==> src/rtl/sdac_pkg.sv <==
package sdac_pkg;
    localparam int WORD_W = 16;
    localparam int CODE_W = 12;
    localparam int SPD_BIT = 14;
    localparam int PD_BIT = 13;

    typedef enum logic [1:0] {
        ST_IDLE  = 2'd0,
        ST_SHIFT = 2'd1,
        ST_ARMED = 2'd2
    } rx_state_t;
endpackage

==> src/rtl/sdac_sync.sv <==
module sdac_sync #(
    parameter int W = 4,
    parameter int STAGES = 2,
    parameter logic [W-1:0] RST_VAL = '0
) (
    input  logic         clk,
    input  logic         rst_n,
    input  logic [W-1:0] d_i,
    output logic [W-1:0] q_o
);
    genvar g;
    generate
        for (g = 0; g < W; g++) begin : g_bit
            logic [STAGES-1:0] chain;
            always_ff @(posedge clk or negedge rst_n) begin
                if (!rst_n) chain <= {STAGES{RST_VAL[g]}};
                else        chain <= {chain[STAGES-2:0], d_i[g]};
            end
            assign q_o[g] = chain[STAGES-1];
        end
    endgenerate
endmodule

==> src/rtl/sdac_frame_fsm.sv <==
module sdac_frame_fsm
    import sdac_pkg::*;
#(
    parameter int BITS = WORD_W,
    localparam int CNT_W = $clog2(BITS),
    localparam int SH_W = BITS - 1
) (
    input  logic            clk,
    input  logic            rst_n,
    input  logic            en,
    input  logic            fs_fall,
    input  logic            fs_rise,
    input  logic            sck_fall,
    input  logic            sck_rise,
    input  logic            sdi,
    output logic [SH_W-1:0] payload_o,
    output logic            commit_o
);
    localparam logic [CNT_W-1:0] LAST = CNT_W'(BITS - 1);

    rx_state_t state, nxt;
    logic [CNT_W-1:0] cnt;
    logic [SH_W-1:0]  sh;

    always_ff @(posedge clk or negedge rst_n) begin
        if (!rst_n) state <= ST_IDLE;
        else        state <= nxt;
    end

    always_comb begin
        nxt = state;
        if (!en) begin
            nxt = ST_IDLE;
        end else if (fs_fall) begin
            nxt = ST_SHIFT;
        end else begin
            unique case (state)
                ST_IDLE:  nxt = ST_IDLE;
                ST_SHIFT: if (sck_fall && cnt == LAST) nxt = ST_ARMED;
                ST_ARMED: if (sck_rise || fs_rise) nxt = ST_IDLE;
                default:  nxt = ST_IDLE;
            endcase
        end
    end

    always_ff @(posedge clk or negedge rst_n) begin
        if (!rst_n) begin
            cnt <= '0;
            sh  <= '0;
        end else if (en && fs_fall) begin
            cnt <= '0;
        end else if (en && state == ST_SHIFT && sck_fall) begin
            sh  <= {sh[SH_W-2:0], sdi};
            cnt <= cnt + 1'b1;
        end
    end

    always_comb begin
        commit_o  = en && !fs_fall && state == ST_ARMED && (sck_rise || fs_rise);
        payload_o = sh;
    end
endmodule

==> src/rtl/sdac_latch.sv <==
module sdac_latch
    import sdac_pkg::*;
#(
    parameter int CW = CODE_W,
    parameter int PW = WORD_W - 1
) (
    input  logic          clk,
    input  logic          rst_n,
    input  logic          commit,
    input  logic [PW-1:0] payload,
    output logic [CW-1:0] code_o,
    output logic          fast_o,
    output logic          pdown_o,
    output logic          upd_o,
    output logic [CW-1:0] dac_o
);
    logic unused_bits;
    assign unused_bits = ^payload[PW-1:CW];

    always_ff @(posedge clk or negedge rst_n) begin
        if (!rst_n) begin
            code_o  <= '0;
            fast_o  <= 1'b0;
            pdown_o <= 1'b0;
            upd_o   <= 1'b0;
        end else begin
            upd_o <= commit;
            if (commit) begin
                fast_o  <= payload[SPD_BIT];
                pdown_o <= payload[PD_BIT];
                if (!payload[PD_BIT]) code_o <= payload[CW-1:0];
            end
        end
    end

    always_comb dac_o = pdown_o ? '0 : code_o;
endmodule

==> src/rtl/sdac_rx.sv <==
module sdac_rx
    import sdac_pkg::*;
#(
    parameter int SYNC_STAGES = 2,
    parameter int BITS = WORD_W,
    parameter int CW = CODE_W,
    localparam int PW = BITS - 1
) (
    input  logic          clk,
    input  logic          rst_n,
    input  logic          cs_n_pin,
    input  logic          frm_pin,
    input  logic          sck_pin,
    input  logic          sdi_pin,
    output logic [CW-1:0] code_o,
    output logic          fast_o,
    output logic          pdown_o,
    output logic          upd_o,
    output logic [CW-1:0] dac_o
);
    // bit order: 3 = select, 2 = frame, 1 = sclk, 0 = data
    localparam logic [3:0] IDLE_LVL = 4'b1110;

    logic [3:0] pins_s, pins_q;
    logic [PW-1:0] payload;
    logic commit;

    sdac_sync #(.W(4), .STAGES(SYNC_STAGES), .RST_VAL(IDLE_LVL)) u_sync (
        .clk(clk), .rst_n(rst_n),
        .d_i({cs_n_pin, frm_pin, sck_pin, sdi_pin}),
        .q_o(pins_s)
    );

    always_ff @(posedge clk or negedge rst_n) begin
        if (!rst_n) pins_q <= IDLE_LVL;
        else        pins_q <= pins_s;
    end

    sdac_frame_fsm #(.BITS(BITS)) u_fsm (
        .clk(clk), .rst_n(rst_n),
        .en(!pins_s[3]),
        .fs_fall(!pins_s[2] && pins_q[2]),
        .fs_rise(pins_s[2] && !pins_q[2]),
        .sck_fall(!pins_s[1] && pins_q[1]),
        .sck_rise(pins_s[1] && !pins_q[1]),
        .sdi(pins_s[0]),
        .payload_o(payload),
        .commit_o(commit)
    );

    sdac_latch #(.CW(CW), .PW(PW)) u_latch (
        .clk(clk), .rst_n(rst_n),
        .commit(commit), .payload(payload),
        .code_o(code_o), .fast_o(fast_o), .pdown_o(pdown_o),
        .upd_o(upd_o), .dac_o(dac_o)
    );
endmodule

==> config.mk <==
export PLATFORM = sky130hd
export DESIGN_NAME = sdac_rx
export DESIGN_NICKNAME = d
export VERILOG_FILES = /design/src/rtl/sdac_pkg.sv /design/src/rtl/sdac_sync.sv /design/src/rtl/sdac_frame_fsm.sv /design/src/rtl/sdac_latch.sv /design/src/rtl/sdac_rx.sv
export SDC_FILE = /design/constraint.sdc
export NUM_CORES = 1
export LEC_CHECK = 0
export ABC_AREA = 1
export BUFFER_PORTS_ARGS = -buffer_cell sky130_fd_sc_hd__clkbuf_2
export CAP_MARGIN = 20
export CELL_PAD_IN_SITES_DETAIL_PLACEMENT = 2
export CELL_PAD_IN_SITES_GLOBAL_PLACEMENT = 2
export CORE_MARGIN = 5
export CORE_UTILIZATION = 37
export CTS_BUF_LIST = sky130_fd_sc_hd__clkbuf_8
export CTS_CLUSTER_SIZE = 30
export DETAILED_ROUTE_END_ITERATION = 7
export GPL_TIMING_DRIVEN = 0
export PLACE_DENSITY = 0.94
export SYNTH_ARGS = -nofsm -noshare
export SYNTH_HDL_FRONTEND = slang
export SYNTH_SLANG_ARGS = --single-unit
==> constraint.sdc <==
create_clock -name clk -period 3.3 [get_ports clk]
set_clock_uncertainty 0.15 [all_clocks]
set_input_delay 0.495 -clock clk [delete_from_list [all_inputs] [get_ports clk]]
set_output_delay 0.495 -clock clk [all_outputs]
set_load 0.05 [all_outputs]
==> results of run 1 <==
[layer usage]
metal,GRT usage,wire [um],vias to the layer above,share of wire
li1,-,-,753,-
met1,0.220,2350,825,0.40
met2,0.363,3170,46,0.54
met3,0.0401,304,6,0.051
met4,0.0664,89,0,0.015
met5,0,0,-,0
[Yosys cell counts (all sizes together), types with 2 or more instances]
| library cell | count | area share |
|---|---|---|
| buf | 8 | 0.034 |
| clkbuf | 2 | 0.0039 |
| dfrtp | 38 | 0.49 |
| dfstp | 8 | 0.11 |
| inv | 24 | 0.046 |
| nand2 | 72 | 0.14 |
| nand3 | 21 | 0.057 |
| nand4 | 15 | 0.048 |
| nor2 | 18 | 0.041 |
| o21ai | 4 | 0.012 |
[stage by stage]
| stage | total power [mW] | setup WS (ns) | cells | util | hold WS [ns] |
|---|---|---|---|---|---|
| 4_1_cts | 1.05 | 1.13 | 325 | 0.450 | 0.0606 |
| 3_5_place_dp | 0.689 | 1.47 | 317 | 0.432 | 0.198 |
| 2_1_floorplan | 0.649 | 1.13 | 214 | - | 0.0494 |
| 3_3_place_gp | 0.675 | 1.54 | 316 | 0.428 | 0.184 |
| 5_1_grt | 1.09 | 1.03 | 325 | 0.450 | 0.0800 |
| 6_report | 1.04 | 1.16 | 325 | 0.450 | 0.0585 |
[cell families after synthesis]
kind of cell / count (synthesis) / share of synthesized area
XOR/XNOR: 1 / 0.00452
adder cells (fa/ha/maj): 1 / 0.00645
flip-flops: 46 / 0.599
AO/OA/AOI/OAI: 5 / 0.0148
buffers and inverters: 34 / 0.0845
AND/OR/NAND/NOR: 127 / 0.291
[power by group]
group          internal (mW)  total [mW]  leakage, nW  switching (mW)
Combinational         0.0194      0.0779        0.616          0.0585
Clock                  0.166       0.357       0.0524           0.190
Sequential             0.585       0.601        0.607          0.0162
Total                  0.770        1.04         1.28           0.265
[area by class of cell]
cell class	count	area share
well taps	70	0.0381
clock buffers	6	0.0359
multi-input cells	134	0.267
plain buffers	10	0.0321
clock inverters	2	0.00381
flip-flops and latches	46	0.505
repair buffers	33	0.0784
inverters	24	0.0392
[flip-flops by register name, indices dropped and copies added (netlist names)]
| signal | count |
|---|---|
| pins_q | 2 |
| u_latch.pdown_o | 1 |
| u_fsm.cnt | 4 |
| u_sync.g_bit.chain | 8 |
| u_latch.fast_o | 1 |
| u_fsm.payload_o | 15 |
| u_latch.code_o | 12 |
| u_latch.upd_o | 1 |
| u_fsm.state | 2 |
[worst max-delay path: cells and delay by family (launching register included)]
family        cells  cell delay, ns
flops             1            0.44
buf+inv           2            0.63
simple gates      1            0.13
[worst paths after layout]
path	start	to
min in group clk	sck_pin	u_sync.g_bit[1].chain[0]$_DFF_PN1_
min reg2reg	u_sync.g_bit[1].chain[0]$_DFF_PN1_	u_sync.g_bit[1].chain[1]$_DFF_PN1_
max in group asynchronous	rst_n	u_latch.code_o[9]$_DFFE_PN0P_
max	u_latch.pdown_o$_DFFE_PN0P_	dac_o[7]
min	rst_n	u_latch.upd_o$_DFF_PN0_
max reg2reg	u_sync.g_bit[2].chain[1]$_DFF_PN1_	u_latch.code_o[11]$_DFFE_PN0P_
==> metrics.md, run 1 <==
| Metric | Value |
|---|---|
| Status | `finished, final reports clean` |
| Crit path max-delay cell type | `dfrtp_1` |
| Final hold viol count | `0` |
| Worst-skew pair later-pin latency | `0.30 ns` |
| Top_reg_cell synth | `dfrtp_1` |
| Total grt overflow | `0` |
| Design Area, Final | `2300 um2` |
| Vias | `1630` |
| Max-cap violations | `0` |
| Required @ worst endpoint | `2.65 ns` |
| Post-DP HPWL | `4270 um` |
| Pwr Density | `451 nW/um2` |
| Fin crit period | `2.14 ns` |
| IO Port Bufs | `32` |
| Yosys reg bits | `46` |
| Die width | `82.4 um` |
| Sequential area share after synthesis | `0.599` |
| Routability Congestion | `0.692` |
| Number of flops mapped to enable cells by yosys | `0` |
| Filler cells | `576` |
| R2r setup slk | `1.57 ns` |
| Worst vdd ir | `0.223 mV` |
| Worst-path fanout max | `10` |
| Most common cell after layout, fill and taps aside | `nand2_1` |
| Vias in the first global route | `1832` |
| Fmax | `467 MHz` |
| Io pins | `33` |
| Core Region | `5110 um2` |
| # setup viols final | `0` |
| # nets final | `261` |
| Setup bufs post-CTS | `0` |
| Arr. time, crit path | `1.50 ns` |
| Initial antenna violation count | `0` |
| Inserted Clock Buffers | `5` |
| H-tree depth | `2` |
| CTS hold repair buffers | `0` |
| Synthesized Nets | `221` |
| CP Cell Sequence | `clkbuf_1 > nor2_1 > clkbuf_2` |
| Setup TNS | `0 ns` |
| Dpl cell area | `2210 um2` |
| Routed WL | `5910 um` |
| Post-synth ARST share | `1.00` |
| Critical Path Sink Type | `output port` |
| Cell Area, Synth | `1940 um2` |
| Unique cell type count in the Yosys netlist | `22` |
| Startpoint types | `flop` |
| Final Cycle Share | `0.649` |
| Drt wl/cell | `18.2 um` |
| Post-route ant nets | `0` |
| Synthesized instance count | `214` |
| Drt pass-1 iters | `4` |
| Max-slew headroom | `0.575` |
| Root buf cell | `clkbuf_8` |
| Worst R2R Path Depth | `8` |
| Initial Util | `0.380` |
| Synth-to-layout area growth | `18.5%` |
| Sequential Area | `1160 um2` |
| Multi-input logic area | `614 um2` |
| Crit path largest cell delay | `0.44 ns` |
| YS warnings | `0` |
| Clock buffer depth | `2` |
| TritonCTS clock tree | `built` |
| Largest net degree at the start of global routing | `26` |
| Max Slew Vio Count | `0` |
| Hold Crit Class | `in2async` |
| Layout cell share with drive strength beyond 1 | `0.251` |
| CTS clk-pin slew, worst paths | `0.09 ns` |
| Clock sink count | `46` |
| Mean post-synth cell area | `9.06 um2` |
| Number of remaining DRC errors | `0` |
| Resized cells post-CTS | `0` |
| Global-route wire length before repair | `9740 um` |
| Most frequent cells in the layout | `nand2_1, dfrtp_1, clkbuf_2` |
| Ant. Diodes | `0` |
| Die height | `82.4 um` |
| Initial detailed-routing violation count | `29` |
| Die Area | `6790 um2` |
| Leakage Power | `1.28 nW` |
| Row cnt | `26` |
| RSZ-0062 raised after global routing | `no` |
| GRT Total Usage | `0.196` |
| Via density | `5.02` |
| CP Class | `reg2out` |
| Worst-margin pin slew | `0.638 ns` |
No activity file was read; power rests on OpenSTA's default activity.
==> inputs of run 2 (changes only) <==
ABC_AREA = 0   (was 1)
CORE_UTILIZATION = 36   (was 37)
PLACE_DENSITY = 0.86   (was 0.94)
clock period = 1.8 ns   (was 3.3 ns; I/O delays follow)
==> metrics.md, run 2 <==
| Metric | Value |
|---|---|
| Status | `complete, but fails checks` |
| Failing checks | `negative setup slack` |
| CP delay by family, top | `flip-flops` |
| CP endpoint | `u_latch.code_o[11]$_DFFE_PN0P_` |
| Design Area, Final | `2540 um2 (+10%)` |
| Synth-to-layout area growth | `38.2%` |
| Vias in the first global route | `1437 (-22%)` |
| H-tree depth | `2 (unchanged)` |
| # nets final | `184 (-30%)` |
| Clock sink count | `46 (unchanged)` |
| Crit path max-delay cell type | `dfstp_2` |
| Yosys top cell by area | `dfrtp_1` |
| R2r setup slk | `-0.27 ns (-1.84 ns)` |
| Hold Crit Class | `reg2reg` |
| Post-synth ARST share | `1.00 (unchanged)` |
| Max-cap violations | `0 (unchanged)` |
| Initial detailed-routing violation count | `24 (-17%)` |
| Ant. Diodes | `0 (unchanged)` |
| Core Region | `5040 um2 (-1.3%)` |
| Global-route wire length before repair | `8100 um (-17%)` |
| Crit path largest cell delay | `0.57 ns (+0.13 ns)` |
| Number of remaining DRC errors | `0 (unchanged)` |
| GRT Total Usage | `0.172 (-0.0234)` |
| Most numerous cell in the Yosys netlist | `dfrtp_1` |
| Arr. time, crit path | `2.10 ns (+0.60 ns)` |
| Setup slack after layout | `-0.273 ns (-1.43 ns)` |
| Multi-input logic area | `747 um2 (+22%)` |
| Synthesized Nets | `129 (-42%)` |
| Final hold viol count | `0 (unchanged)` |
| Drt wl/cell | `20.6 um (+13%)` |
| Drt pass-1 iters | `2 (-2)` |
| Startpoint types | `flop` |
| Final core occ | `0.503 (+0.0530)` |
| Worst R2R Path Depth | `5 (-3)` |
| Largest net degree at the start of global routing | `47 (+81%)` |
| YS warnings | `0 (unchanged)` |
| Worst-path fanout max | `5 (-5)` |
| Most common cell after layout, fill and taps aside | `dfrtp_1` |
| Fin crit period | `2.07 ns` |
| Final Cycle Share | `1.15` |
| RSZ-0062 raised after global routing | `yes` |
| Row cnt | `26 (unchanged)` |
| CP Class | `reg2reg` |
| Routed WL | `5100 um (-14%)` |
| IO Port Bufs | `32 (unchanged)` |
| Die height | `81.4 um (-1.2%)` |
| TritonCTS clock tree | `built` |
| Die width | `81.4 um (-1.2%)` |
| Clock buffer depth | `2 (unchanged)` |
| Vias | `1150 (-29%)` |
| Max reg flops | `15 (unchanged)` |
| Mean post-synth cell area | `15.0 um2 (+66%)` |
| Critical Path Sink Type | `flop` |
| Sequential Area | `1160 um2 (+0.11%)` |
| Sequential area share after synthesis | `0.633 (+0.0339)` |
| Initial antenna violation count | `0 (unchanged)` |
| Number of flops mapped to enable cells by yosys | `0 (unchanged)` |
| Root buf cell | `clkbuf_8` |
| CP Launch Point | `u_sync.g_bit[1].chain[1]$_DFF_PN1_` |
| Fmax | `482 MHz` |
| R2r startpoint | `u_sync.g_bit[1].chain[1]$_DFF_PN1_` |
| Max-slew headroom | `0.717 (+0.142)` |
| Leakage Power | `1.23 nW (-3.5%)` |
| Yosys reg bits | `46 (unchanged)` |
| Total grt overflow | `0 (unchanged)` |
| Initial Util | `0.364 (-0.0157)` |
| Dpl cell area | `2110 um2 (-4.4%)` |
| Synth cell count leaders | `dfrtp_1, mux2_1, mux2_2, nor2b_1, dfstp_2` |
| Post-DP HPWL | `2980 um (-30%)` |
| Worst vdd ir | `0.712 mV (+220%)` |
| Synthesized instance count | `122 (-43%)` |
| Routability Congestion | `0.700 (+1.3%)` |
| Layout cell share with drive strength beyond 1 | `0.579 (+0.328)` |
| Crit path buf inv count | `1 (-1)` |
| Worst-margin pin slew | `0.422 ns (-0.216 ns)` |
| Pwr Density | `776 nW/um2 (+72%)` |
| Most frequent cells in the layout | `dfrtp_1, clkbuf_2, mux2_4` |
| Unique cell type count in the Yosys netlist | `28 (+27%)` |
| Cell Area, Synth | `1840 um2 (-5.4%)` |
| Max Slew Vio Count | `0 (unchanged)` |
| Worst reg2reg endpoint | `u_latch.code_o[11]$_DFFE_PN0P_` |
| Post-route ant nets | `0 (unchanged)` |
| # setup viols final | `29 (+29)` |
| Via density | `4.64 (-7.5%)` |
| CP Cell Sequence | `nand2b_4 > a2111oi_4 > and2b_2 > clkbuf_16 > mux2_4` |
| Hold_ws | `0.209 ns (+0.151 ns)` |
| Top_reg_cell synth | `dfrtp_1` |
| Filler cells | `488 (-15%)` |
| CTS clk-pin slew, worst paths | `0.09 ns (about the same)` |
| Required @ worst endpoint | `1.83 ns (-0.82 ns)` |
| Die Area | `6630 um2 (-2.4%)` |
| Io pins | `33 (unchanged)` |
| Top cell type's share of synthesized area | `0.518 (+0.0277)` |
| Worst-skew pair later-pin latency | `0.30 ns (about the same)` |
| Inserted Clock Buffers | `5 (unchanged)` |
| WP depth | `5 (+2)` |
| Ranking of synthesized cells by area | `dfrtp_1, dfstp_2, mux2_1` |
[run 2: cell families (layout without fill, tap and decap cells)]
family / Yosys count / in the layout / synth area share
xor gates and xnor gates: 3 / 3 / 0.0143
DFF: 46 / 46 / 0.633
muxes: 30 / 30 / 0.183
AOI/OAI and AO/OA: 3 / 3 / 0.0204
buffers and inverters: 4 / 60 / 0.0150
adders and majority gates: 1 / 1 / 0.00682
and+or+nand+nor: 35 / 35 / 0.127
[run 2: report_power, final]
group	switching [mW]	internal [mW]	leakage, nW
logic	0.0554	0.0470	0.566
clock network	0.360	0.416	0.0585
registers	0.0217	1.07	0.606
total	0.437	1.53	1.23
[run 2: worst min-delay path by stage]
stage	startpoint	depth (start not counted)	slack, ns	to
floorplan	rst_n	0	-0.18	u_fsm.cnt[0]$_DFFE_PN0P_
finish	u_sync.g_bit[1].chain[0]$_DFF_PN1_	0	0.21	u_sync.g_bit[1].chain[1]$_DFF_PN1_
CTS	rst_n	1	0.07	u_fsm.payload_o[12]$_DFFE_PN0P_
detailed placement	u_sync.g_bit[0].chain[0]$_DFF_PN0_	0	0.19	u_sync.g_bit[0].chain[1]$_DFF_PN0_
global route	u_sync.g_bit[1].chain[0]$_DFF_PN1_	0	0.21	u_sync.g_bit[1].chain[1]$_DFF_PN1_
global placement	u_sync.g_bit[0].chain[0]$_DFF_PN0_	0	0.18	u_sync.g_bit[0].chain[1]$_DFF_PN0_
[run 2: metrics by stage]
step | std cells | TNS (ns) | power (mW) | setup WS [ns]
5_1_grt | 248 | -5.30 | 2.07 | -0.319
2_1_floorplan | 122 | -3.32 | 1.14 | -0.179
4_1_cts | 245 | -4.27 | 1.96 | -0.223
6_report | 248 | -3.92 | 1.97 | -0.273
3_5_place_dp | 224 | -6.69 | 1.18 | -0.392
3_3_place_gp | 224 | -4.41 | 1.17 | -0.305
[run 2: layout make-up]
type                            count  share of cell area
Clock buffer                        5              0.0271
Multi-Input combinational cell     72               0.295
Buffer                              4              0.0192
Tap cell                           70              0.0345
Sequential cell                    46               0.458
Clock inverter                      3              0.0173
Timing Repair Buffer               48               0.149
[run 2: per-layer routing]
layer	routed length, um	vias up	global-route usage
li1	-	520	-
met1	2040	599	0.193
met2	2850	25	0.312
met3	145	6	0.0443
met4	63	0	0.0625
met5	0	-	0
[run 2: what timing repair did]
action                     CTS  global route
gates resized for setup     32            20
hold endpoints to repair     4            10
pin swaps                    2             2
setup buffers                7             2
hold buffers                 4             1
gates cloned                 2             0
setup endpoints to repair   36            38
==> inputs of run 3 (changes only) <==
SKIP_CTS_REPAIR_TIMING = 1   (was not set)
==> metrics.md, run 3 (synthesized netlist as in run 2, its figures left out) <==
| Metric | Value |
|---|---|
| Status | `complete, but fails checks` |
| Failing checks | `negative setup slack` |
| Worst Hold Launch | `u_sync.g_bit[1].chain[0]$_DFF_PN1_` |
| Critical Path Sink Type | `flop` |
| Most common cell after layout, fill and taps aside | `dfrtp_1` |
| Max-cap violations | `0 (unchanged)` |
| Post-DP HPWL | `2980 um (unchanged)` |
| Filler cells | `497 (+1.8%)` |
| Largest net degree at the start of global routing | `47 (unchanged)` |
| Worst R2R Path Depth | `5 (unchanged)` |
| Final core occ | `0.501 (-0.00223)` |
| Die Area | `6630 um2 (unchanged)` |
| # nets final | `186 (+1.1%)` |
| Worst-skew pair later-pin latency | `0.30 ns (about the same)` |
| Most frequent cells in the layout | `dfrtp_1, clkbuf_2, mux2_4` |
| # setup viols final | `27 (-6.9%)` |
| WHS Path Cells | `0 (unchanged)` |
| CP delay by family, top | `flip-flops` |
| R2r setup slk | `-0.27 ns (about the same)` |
| R2r startpoint | `u_sync.g_bit[2].chain[1]$_DFF_PN1_` |
| Placed Cells | `224 (unchanged)` |
| Crit path buf inv count | `1 (unchanged)` |
| Row cnt | `26 (unchanged)` |
| Clock buffer depth | `2 (unchanged)` |
| Max Slew Vio Count | `0 (unchanged)` |
| Global-route wire length before repair | `6780 um (-16%)` |
| Clock sink count | `46 (unchanged)` |
| Worst-path fanout max | `10 (+5)` |
| Required @ worst endpoint | `1.83 ns (about the same)` |
| Total grt overflow | `0 (unchanged)` |
| Vias in the first global route | `1323 (-7.9%)` |
| Via density | `4.71 (+1.5%)` |
| Max reg flops | `15 (unchanged)` |
| Overall power | `1.97 mW (-0.18%)` |
| IO Port Bufs | `32 (unchanged)` |
| Worst-margin pin slew | `0.433 ns (+0.0115 ns)` |
| Root buf cell | `clkbuf_8` |
| Io pins | `33 (unchanged)` |
| H-tree depth | `2 (unchanged)` |
| Layout cell share with drive strength beyond 1 | `0.561 (-0.0175)` |
| Leakage Power | `1.25 nW (+1.2%)` |
| Number of remaining DRC errors | `0 (unchanged)` |
| Drt pass-1 iters | `2 (unchanged)` |
| Arr. time, crit path | `2.10 ns (about the same)` |
| GRT Total Usage | `0.140 (-0.0318)` |
| Initial antenna violation count | `0 (unchanged)` |
| Fin crit period | `2.07 ns (-0.00195 ns)` |
| CTS clk-pin slew, worst paths | `0.08 ns (about the same)` |
| RSZ-0062 raised after global routing | `yes` |
| Post-route ant nets | `0 (unchanged)` |
| Routability Congestion | `0.700 (unchanged)` |
| Pwr Density | `778 nW/um2 (+0.26%)` |
| Crit path max-delay cell type | `dfstp_2` |
| Setup slack after layout | `-0.271 ns (+0.00195 ns)` |
| Ant. Diodes | `0 (unchanged)` |
| Hold path endpoint | `u_sync.g_bit[1].chain[1]$_DFF_PN1_` |
| Max-slew headroom | `0.709 (-0.00774)` |
| Vias | `1177 (+2.3%)` |
| Core Region | `5040 um2 (unchanged)` |
| Place WS | `-0.392 ns (unchanged)` |
| Final hold viol count | `0 (unchanged)` |
| Final Cycle Share | `1.15 (about the same)` |
| Die height | `81.4 um (unchanged)` |
| Synth-to-layout area growth | `37.6%` |
| Inserted Clock Buffers | `5 (unchanged)` |
| Routed WL | `4950 um (-2.9%)` |
| Worst vdd ir | `0.430 mV (-40%)` |
| Initial Util | `0.364 (unchanged)` |
| CP Class | `reg2reg` |
| Layout Cells excl Fill | `250 (+0.81%)` |
| Hold_ws | `0.210 ns (+0.000614 ns)` |
| TritonCTS clock tree | `built` |
| Initial detailed-routing violation count | `21 (-13%)` |
| Setup TNS | `-3.13 ns (+0.784 ns)` |
| CP Cell Sequence | `nand2b_4 > a2111oi_4 > and2b_2 > buf_12 > mux2_1` |
| Dpl cell area | `2110 um2 (unchanged)` |
| Die width | `81.4 um (unchanged)` |
| Startpoint types | `flop` |
| Fmax | `483 MHz (about the same)` |
| Design Area, Final | `2520 um2 (-0.44%)` |
| Hold Crit Class | `reg2reg` |
| Crit path largest cell delay | `0.57 ns (about the same)` |
| Drt wl/cell | `19.8 um (-3.7%)` |
| Worst reg2reg endpoint | `u_latch.code_o[10]$_DFFE_PN0P_` |
[run 3: power breakdown]
group	internal [mW]	switching [mW]
logic	0.0491	0.0546
registers	1.07	0.0215
clock network	0.416	0.356
total	1.53	0.432
[run 3: worst max path at each step]
stage | from | cells after the start | to | slack, ns
floorplan | u_latch.pdown_o$_DFFE_PN0P_ | 2 | dac_o[0] | -0.18
global placement | u_sync.g_bit[2].chain[1]$_DFF_PN1_ | 5 | u_latch.code_o[7]$_DFFE_PN0P_ | -0.30
detailed placement | u_sync.g_bit[2].chain[1]$_DFF_PN1_ | 5 | u_latch.code_o[10]$_DFFE_PN0P_ | -0.39
CTS | u_sync.g_bit[2].chain[1]$_DFF_PN1_ | 5 | u_latch.code_o[10]$_DFFE_PN0P_ | -0.40
global route | u_sync.g_bit[2].chain[1]$_DFF_PN1_ | 5 | u_latch.code_o[10]$_DFFE_PN0P_ | -0.35
finish | u_sync.g_bit[2].chain[1]$_DFF_PN1_ | 5 | u_latch.code_o[10]$_DFFE_PN0P_ | -0.27
[run 3: cell type report]
class,instances,area (um2),share of cell area
Clock inverter,3,43.8,0.0173
Tap cell,70,87.6,0.0347
Clock buffer,5,68.8,0.0273
Timing Repair Buffer,50,383,0.152
Sequential cell,46,1160,0.460
Buffer,4,47.5,0.0188
Multi-Input combinational cell,72,733,0.290
[run 3: per-layer routing]
metal	vias to the layer above	part of all wire	track usage
li1	530	-	-
met1	618	0.38	0.143
met2	24	0.57	0.270
met3	5	0.037	0.0421
met4	0	0.0073	0.0456
met5	-	0	0
